`config.mk`:
```
export PLATFORM = sky130hd
export DESIGN_NAME = qfe_front
export DESIGN_NICKNAME = d
export VERILOG_FILES = /design/src/rtl/qfe_pkg.sv /design/src/rtl/qfe_fifo.sv /design/src/rtl/qfe_tx_unpack.sv /design/src/rtl/qfe_rx_pack.sv /design/src/rtl/qfe_front.sv
export SDC_FILE = /design/constraint.sdc
export NUM_CORES = 2
export LEC_CHECK = 0
export ABC_CLOCK_PERIOD_IN_PS = 6500
export BUFFER_PORTS_ARGS = -buffer_cell sky130_fd_sc_hd__buf_2
export CORE_MARGIN = 2
export CORE_UTILIZATION = 63
export CTS_CLUSTER_SIZE = 25
export DETAILED_ROUTE_END_ITERATION = 10
export PLACE_DENSITY = 0.78
export SYNTH_ARGS = -nofsm -noshare
export SYNTH_HDL_FRONTEND = slang
export SYNTH_MEMORY_MAX_BITS = 65536
export SYNTH_SLANG_ARGS = --single-unit
```
`constraint.sdc`:
```
create_clock -name clk -period 6.5 [get_ports clk]
set_input_delay 1.3 -clock clk [delete_from_list [all_inputs] [get_ports clk]]
set_output_delay 1.3 -clock clk [all_outputs]
set_load 0.05 [all_outputs]
```
`src/rtl/qfe_pkg.sv`:
```
package qfe_pkg;
    localparam int ADDR_W    = 8;
    localparam int DATA_W    = 32;
    localparam int TAG_W     = 2;
    localparam int DEPTH_DEF = 63;

    // Write and read addresses. Software relies on these exact offsets.
    localparam logic [ADDR_W-1:0] A_TX4 = 8'h1C;
    localparam logic [ADDR_W-1:0] A_TX1 = 8'h80;
    localparam logic [ADDR_W-1:0] A_TX2 = 8'h84;
    localparam logic [ADDR_W-1:0] A_TX3 = 8'h88;
    localparam logic [ADDR_W-1:0] A_RXD = 8'h20;

    typedef struct packed {
        logic [TAG_W-1:0]  tag;   // 00 = four bytes, otherwise the byte count
        logic [DATA_W-1:0] data;
    } tx_entry_t;

    typedef struct packed {
        logic             hit;
        logic [TAG_W-1:0] tag;
    } tx_dec_t;

    function automatic tx_dec_t decode_tx(input logic [ADDR_W-1:0] a);
        tx_dec_t d;
        d.hit = 1'b1;
        case (a)
            A_TX4:   d.tag = 2'd0;
            A_TX1:   d.tag = 2'd1;
            A_TX2:   d.tag = 2'd2;
            A_TX3:   d.tag = 2'd3;
            default: begin d.hit = 1'b0; d.tag = 2'd0; end
        endcase
        return d;
    endfunction

    // Index of the final byte lane that an entry with this tag sends.
    function automatic logic [1:0] last_lane(input logic [TAG_W-1:0] t);
        return (t == 2'd0) ? 2'd3 : t - 2'd1;
    endfunction
endpackage

```
`src/rtl/qfe_fifo.sv`:
```
module qfe_fifo #(
    parameter int W     = 34,
    parameter int DEPTH = 63
) (
    input  logic         clk,
    input  logic         rst,
    input  logic         push,
    input  logic [W-1:0] pdata,
    input  logic         pop,
    output logic [W-1:0] head,
    output logic         empty,
    output logic         full
);
    localparam int PW = (DEPTH > 1) ? $clog2(DEPTH) : 1;
    localparam int CW = $clog2(DEPTH + 1);
    localparam logic [PW-1:0] PLAST = PW'(DEPTH - 1);
    localparam logic [CW-1:0] CFULL = CW'(DEPTH);

    logic [W-1:0]  mem [DEPTH];
    logic [PW-1:0] wptr, rptr;
    logic [CW-1:0] cnt;
    logic          do_push, do_pop;

    assign empty   = (cnt == '0);
    assign full    = (cnt == CFULL);
    assign do_push = push && !full;
    assign do_pop  = pop && !empty;
    assign head    = mem[rptr];

    always_ff @(posedge clk) begin
        if (do_push) mem[wptr] <= pdata;
    end

    always_ff @(posedge clk) begin
        if (rst) begin
            wptr <= '0;
            rptr <= '0;
            cnt  <= '0;
        end else begin
            if (do_push) wptr <= (wptr == PLAST) ? '0 : wptr + 1'b1;
            if (do_pop)  rptr <= (rptr == PLAST) ? '0 : rptr + 1'b1;
            case ({do_push, do_pop})
                2'b10:   cnt <= cnt + 1'b1;
                2'b01:   cnt <= cnt - 1'b1;
                default: cnt <= cnt;
            endcase
        end
    end
endmodule

```
`src/rtl/qfe_tx_unpack.sv`:
```
module qfe_tx_unpack
    import qfe_pkg::*;
(
    input  logic      clk,
    input  logic      rst,
    input  tx_entry_t head,
    input  logic      empty,
    input  logic      sh_req,
    output logic      sh_valid,
    output logic [7:0] sh_byte,
    output logic      sh_end,
    output logic      pop
);
    logic [1:0] lane;

    assign sh_valid = !empty;
    assign sh_byte  = head.data[{lane, 3'b000} +: 8];
    assign sh_end   = sh_valid && (lane == last_lane(head.tag));
    assign pop      = sh_req && sh_end;

    always_ff @(posedge clk) begin
        if (rst)                       lane <= '0;
        else if (pop)                  lane <= '0;
        else if (sh_req && sh_valid)   lane <= lane + 1'b1;
    end
endmodule

```
`src/rtl/qfe_rx_pack.sv`:
```
module qfe_rx_pack
    import qfe_pkg::*;
(
    input  logic              clk,
    input  logic              rst,
    input  logic              rx_valid,
    input  logic [7:0]        rx_byte,
    input  logic              rx_last,
    output logic              push,
    output logic [DATA_W-1:0] word
);
    logic [DATA_W-1:0] acc;
    logic [1:0]        cnt;

    // New bytes enter at the top lane and earlier ones move down, so a
    // short word finishes with its bytes in the upper lanes.
    assign word = {rx_byte, acc[DATA_W-1:8]};
    assign push = rx_valid && (rx_last || cnt == 2'd3);

    always_ff @(posedge clk) begin
        if (rst || push) begin
            acc <= '0;
            cnt <= '0;
        end else if (rx_valid) begin
            acc <= word;
            cnt <= cnt + 1'b1;
        end
    end
endmodule

```
`src/rtl/qfe_front.sv`:
```
module qfe_front
    import qfe_pkg::*;
#(
    parameter int FIFO_DEPTH = DEPTH_DEF
) (
    input  logic                clk,
    input  logic                rst,
    input  logic                bus_wr,
    input  logic                bus_rd,
    input  logic [ADDR_W-1:0]   bus_addr,
    input  logic [DATA_W-1:0]   bus_wdata,
    output logic [DATA_W-1:0]   bus_rdata,
    output logic                tx_overflow,
    output logic                rx_underflow,
    input  logic                sh_req,
    output logic                sh_valid,
    output logic [7:0]          sh_byte,
    output logic                sh_end,
    input  logic                rx_valid,
    input  logic [7:0]          rx_byte,
    input  logic                rx_last
);
    localparam int TXW = $bits(tx_entry_t);

    tx_dec_t           dec;
    tx_entry_t         tx_in, tx_head;
    logic              tx_push, tx_pop, tx_empty, tx_full;
    logic              rx_push, rx_pop, rx_empty, rx_full, rd_hit;
    logic [DATA_W-1:0] rx_word, rx_head;

    assign dec       = decode_tx(bus_addr);
    assign tx_push   = bus_wr && dec.hit;
    assign tx_in.tag = dec.tag;
    assign tx_in.data = bus_wdata;

    qfe_fifo #(.W(TXW), .DEPTH(FIFO_DEPTH)) u_txq (
        .clk(clk), .rst(rst), .push(tx_push), .pdata(tx_in), .pop(tx_pop),
        .head(tx_head), .empty(tx_empty), .full(tx_full)
    );

    qfe_tx_unpack u_unpack (
        .clk(clk), .rst(rst), .head(tx_head), .empty(tx_empty), .sh_req(sh_req),
        .sh_valid(sh_valid), .sh_byte(sh_byte), .sh_end(sh_end), .pop(tx_pop)
    );

    qfe_rx_pack u_pack (
        .clk(clk), .rst(rst), .rx_valid(rx_valid), .rx_byte(rx_byte),
        .rx_last(rx_last), .push(rx_push), .word(rx_word)
    );

    assign rd_hit = bus_rd && (bus_addr == A_RXD);
    assign rx_pop = rd_hit && !rx_empty;

    qfe_fifo #(.W(DATA_W), .DEPTH(FIFO_DEPTH)) u_rxq (
        .clk(clk), .rst(rst), .push(rx_push), .pdata(rx_word), .pop(rx_pop),
        .head(rx_head), .empty(rx_empty), .full(rx_full)
    );

    always_ff @(posedge clk) begin
        if (rst) begin
            bus_rdata    <= '0;
            tx_overflow  <= 1'b0;
            rx_underflow <= 1'b0;
        end else begin
            tx_overflow  <= tx_push && tx_full;
            rx_underflow <= rd_hit && rx_empty;
            if (rd_hit) bus_rdata <= rx_empty ? '0 : rx_head;
        end
    end
endmodule

```
# == Word level (Yosys, flattened, before mapping) ==
# Memories as Yosys holds them, arrays and structs flattened. A register that Yosys moved wholly into a read port is not among the register bits.
# Cells that the tools add are included.
# op_classes
shift,1
reduce_logical,26
addsub,11
n_mux,18
n_eq_ne,17
# ops
cell,count
two-way mux 6 bit,8
adder 6 x 1 -> 6 bit (second input constant),6
equality test 6 bit (second input constant),6
two-way mux 32 bit,1
variable part select 32 x 6 -> 8 bit,1
equality test 8 bit (second input constant),3
one-hot mux 6 bit (2 select lines),2
logical AND 1 bit,13
zero test 6 bit,2
subtractor 6 x 1 -> 6 bit (second input constant),2
equality test 8 x 5 -> 1 bit (second input constant),1
equality test 8 x 6 -> 1 bit (second input constant),1
equality test 2 bit (second input constant),3
one-hot mux 2 bit (3 select lines),1
two-way mux 1 bit,5
adder 2 x 1 -> 2 bit (second input constant),2
equality test 2 x 1 -> 1 bit (second input constant),2
zero test 1 bit,4
nonzero test 2 bit,2
OR reduction 4 bit,1
equality test 2 bit,1
zero test 2 bit,1
logical OR 1 bit,2
two-way mux 2 bit,1
other kinds (2),2
# word_totals
word_cells,87
memories,2
input_bits,55
register_bits,106
out_inout_bits,44
ramBits,4158
# memory_table
name,depth,word_bits,rd,rd_clocked_by_memory_dff,write_ports,line,rtl
u_txq.mem,63,34,1,1,1,qfe_fifo.sv:19,logic [W-1:0] mem [DEPTH];
u_rxq.mem,63,32,1,1,1,qfe_fifo.sv:19,

# == Depth between registers and ports, before layout ==
# logic_depth
word_depth,8
depth_mapped,22
mapped_depth_nobuf,17

# == Modules after synthesis ==
# A second synthesis with hierarchy kept.
# hier_totals
hier_cells,7565
area_unflattened_um2,164982.0
# modules_own_cells
module,cells_per_inst,seq_area_each_um2,n_inst,area_each_um2
qfe_fifo (u_txq),3691,64802.2,1,83321.2
qfe_fifo (u_rxq),3545,61018.5,1,78236.3
qfe_front,173,680.7,1,1811.7
qfe_rx_pack,126,520.5,1,1237.4
qfe_tx_unpack,30,40.0,1,375.4

# == Worst setup path before layout ==
# Ideal clock, no wire load.
# synth_path
kind,in2reg
start,input port bus_addr[1]
end,"memory u_txq.mem[47][0], enable pin"
t_arrival_ps,4452
required_time_ps,6075
path_buffers,1
setup_ps,425
cell_stages,7
slack_ps,1622
path_cell_list,nor4_1 -> inv_1 -> nor4_1 -> and2_0 -> clkbuf_1 -> nand3_2 -> nor2_1
# synth_between
elab_chain_cells,7
# synth_rtl
element,line,rtl
from (decl),qfe_front.sv:10,"input logic [ADDR_W-1:0] bus_addr,"
equality test 8 bit / equality test 8 x 5 -> 1 bit (equally long branches),qfe_pkg.sv:27,case (a)
OR reduction 4 bit (no source line) (*),--,
two-way mux 1 bit (*),qfe_pkg.sv:27,
logical AND 1 bit (*),qfe_front.sv:32,assign tx_push = bus_wr && dec.hit;
logical AND 1 bit (*),qfe_fifo.sv:26,assign do_push = push && !full;
two-way mux 1 bit (*),qfe_fifo.sv:31,if (do_push) mem[wptr] <= pdata;
two-way mux 1 bit (not written as such) (*),qfe_fifo.sv:31,
to (decl),qfe_fifo.sv:19,
# Mark *: on every way between the ends. The rest lies on a longest branch, timed or not.

==> out/qor.txt <==
number of distinct library cells after synthesis -> 58
Async SR Flop Fraction -> 0%
Area Growth Syn to Fin -> 12.3%
endpoints failing setup -> 0
Slew HR -> 2.39%
RSZ-0062 raised after global routing -> no
worst slack, placed -> 0.905 ns
Reg clk slew, reported paths -> 0.06 ns
Total GRT Usage -> 34.1%
Detail Route Antenna Nets -> 0
area of the core -> 257000 µm²
drt drc -> 0
Tcrit/Tclk final -> 97.4%
Fin. Hold Viols -> 0
hpwl dp -> 216 mm
yosys warns -> 0
Crit. End Element -> primary output
FF+latch count, synth -> 4268
Initial Util -> 63.4%
I/O pin count -> 99
fmax -> 158 MHz
largest net degree at the start of global routing -> 124
Worst Path Arrival -> 5.03 ns
CTS Buffer Depth -> 4
Setup TNS -> 0 ns
maximum VDD drop -> 0.000305 V
worst slew pin tran -> 1.45 ns
status -> finished clean
Worst Setup Path Type -> register to primary output
CTS H-tree depth -> 5
CTS buffer count -> 420
Yosys top cell area share -> 76.7%
antenna violations before repair -> 27
DR WL/cell -> 40.8 µm
TritonRoute pass-1 iters -> 5
vias per inst -> 7.37
first-pass GRT wire length -> 623 mm
CTS tree -> built
hold-fix buffers at CTS -> 0
Max Fanout on Critical Path -> 47
Die Ht -> 512 µm
Initial DRC Count -> 12700
drt total wl -> 445 mm
clk root buf -> clkbuf_16
fin util -> 71.2%
Multi-input gate area -> 35100 µm²
cell taking the most area after synthesis -> edfxtp_1
FF+latch area -> 127000 µm²
Post-Syn Area -> 163000 µm²
row count -> 186
die width -> 512 µm
Hold WS -> 0.457 ns
PwrDens -> 300 nW/µm²
minimum clock period -> 6.33 ns
clock sinks -> 4268
# fillers -> 13600
top cells by area, synth -> edfxtp_1, mux4_2, dfxtp_1, mux2i_1, nor2_1
grt ovf -> 0
syn_nets -> 6870
Synth Flop Type -> edfxtp_1
P_leak -> 54.3 nW
startpoint types -> register
Slew Viols, Final -> 0
CP required -> 5.20 ns
fraction of layout cells with a size suffix above 1 -> 32.0%
Post-synth EDFFs -> 4158
register area share after synthesis -> 78.0%
PortBufs -> 98
Final Skew -> 0.0496 ns
GPL Wtd Cong -> 0.823
Post-Syn Area per Cell -> 24.0 µm²
Mapped Cells -> 6794
vias in the first global route -> 82300
DR vias -> 80300
Hold Path Class -> register to register
Clk Latency, worst-skew pair -> 0.99 ns
max_cap viols -> 0
setup ws final -> 0.170 ns
nets -> 7254
DIE AREA -> 263000 µm²
==> through the flow <==
step	area (µm²)	power [mW]	std cells
2_1_floorplan	163000	30.8	6794
3_3_place_gp	169000	31.1	10100
3_5_place_dp	169000	31.1	10100
4_1_cts	183000	55.0	10900
5_1_grt	183000	55.9	10900
6_report	183000	54.9	10900
==> synth_stat cells (all sizes together) (13+ instances only) <==
master  instances
buf           192
mux4         1291
nor4           13
mux2           20
dfxtp         110
nor3           13
clkbuf        170
a22oi          37
edfxtp       4158
xor2           16
o21ai          77
nor2          235
mux2i         110
ha             19
nand2         135
a21oi          37
inv            23
nand3          19
==> metal layers <==
metal | routed length, µm | up-vias | global-route usage [%]
li1 | - | 29900 | -
met1 | 142000 | 42200 | 42.3
met2 | 225000 | 6684 | 56.9
met3 | 47100 | 1531 | 7.10
met4 | 30100 | 22 | 19.1
met5 | 169 | - | 0
==> power breakdown <==
part | switching, mW | total, mW | internal [mW] | leakage (nW)
Combinational | 0.347 | 0.405 | 0.0583 | 9.51
Sequential | 0.0779 | 30.2 | 30.1 | 38.2
Clock | 10.3 | 24.3 | 14.0 | 6.58
Total | 10.7 | 54.9 | 44.2 | 54.3
==> critical path, cell delays in order, from the launching register on <==
cell and delay, ns:
dfxtp_4 0.94, buf_12 0.37, buf_4 0.51, mux4_2 0.42, mux4_2 0.52, mux4_2 0.53
a22oi_1 0.28, nand2_1 0.14, buf_2 0.24
==> sequential cells by signal, summed over array words and instances (netlist names), 2 cells and up, named ones only <==
name	cells
u_rxq.wptr	6
u_pack.acc	24
bus_rdata	32
u_pack.cnt	2
u_rxq.mem	2016
u_txq.rptr	6
u_rxq.cnt	6
u_txq.wptr	6
u_txq.mem	2142
u_txq.cnt	6
u_rxq.rptr	6
u_unpack.lane	2
==> cell type report <==
class,count,area share [%]
diodes,11,0.0150
well taps,3384,2.31
clock inverters,234,1.36
flip-flops and latches,4268,69.5
inverters,24,0.0492
clock buffers,519,6.03
repair buffers,324,1.52
multi-input cells,2140,19.2
==> repair_timing <==
action	4_1_cts	5_1_grt
setup buffers	1	0
setup endpoints to repair	2	0
resized for setup	0	0
==> cells in the final DEF, fill, tap and decap left out, drive strengths merged, types with 50 or more instances in the layout <==
cell    netlist  layout
bufinv        0      50
clkinv        1     158
mux4       1291    1291
nor2        235     235
dfxtp       110     110
mux2i       110     110
edfxtp     4158    4158
nand2       135     135
clkbuf      170     519
o21ai        77      77
buf         192     324
==> path summary, 6_finish.rpt <==
path / from / endpoint / slack (ns) / cells past startpoint
setup / recovery: register / sh_byte[2] / 0.17 / 8
hold / removal: bus_rdata[17] / bus_rdata[17] / 0.46 / 2
setup reg to reg: register / u_txq.cnt[5] / 0.89 / 17
hold reg to reg: bus_rdata[17] / bus_rdata[17] / 0.46 / 2
==> cells by family after synthesis <==
| kind of cell | count (synthesis) | synth area share, % |
|---|---|---|
| buf+inv | 386 | 1.00 |
| flops | 4268 | 78.0 |
| xor+xnor | 25 | 0.134 |
| simple gates | 476 | 1.26 |
| mux | 1421 | 18.7 |
| compound gates | 197 | 0.743 |
| fa+ha+maj | 21 | 0.171 |
(Power assumes the default switching activity.)
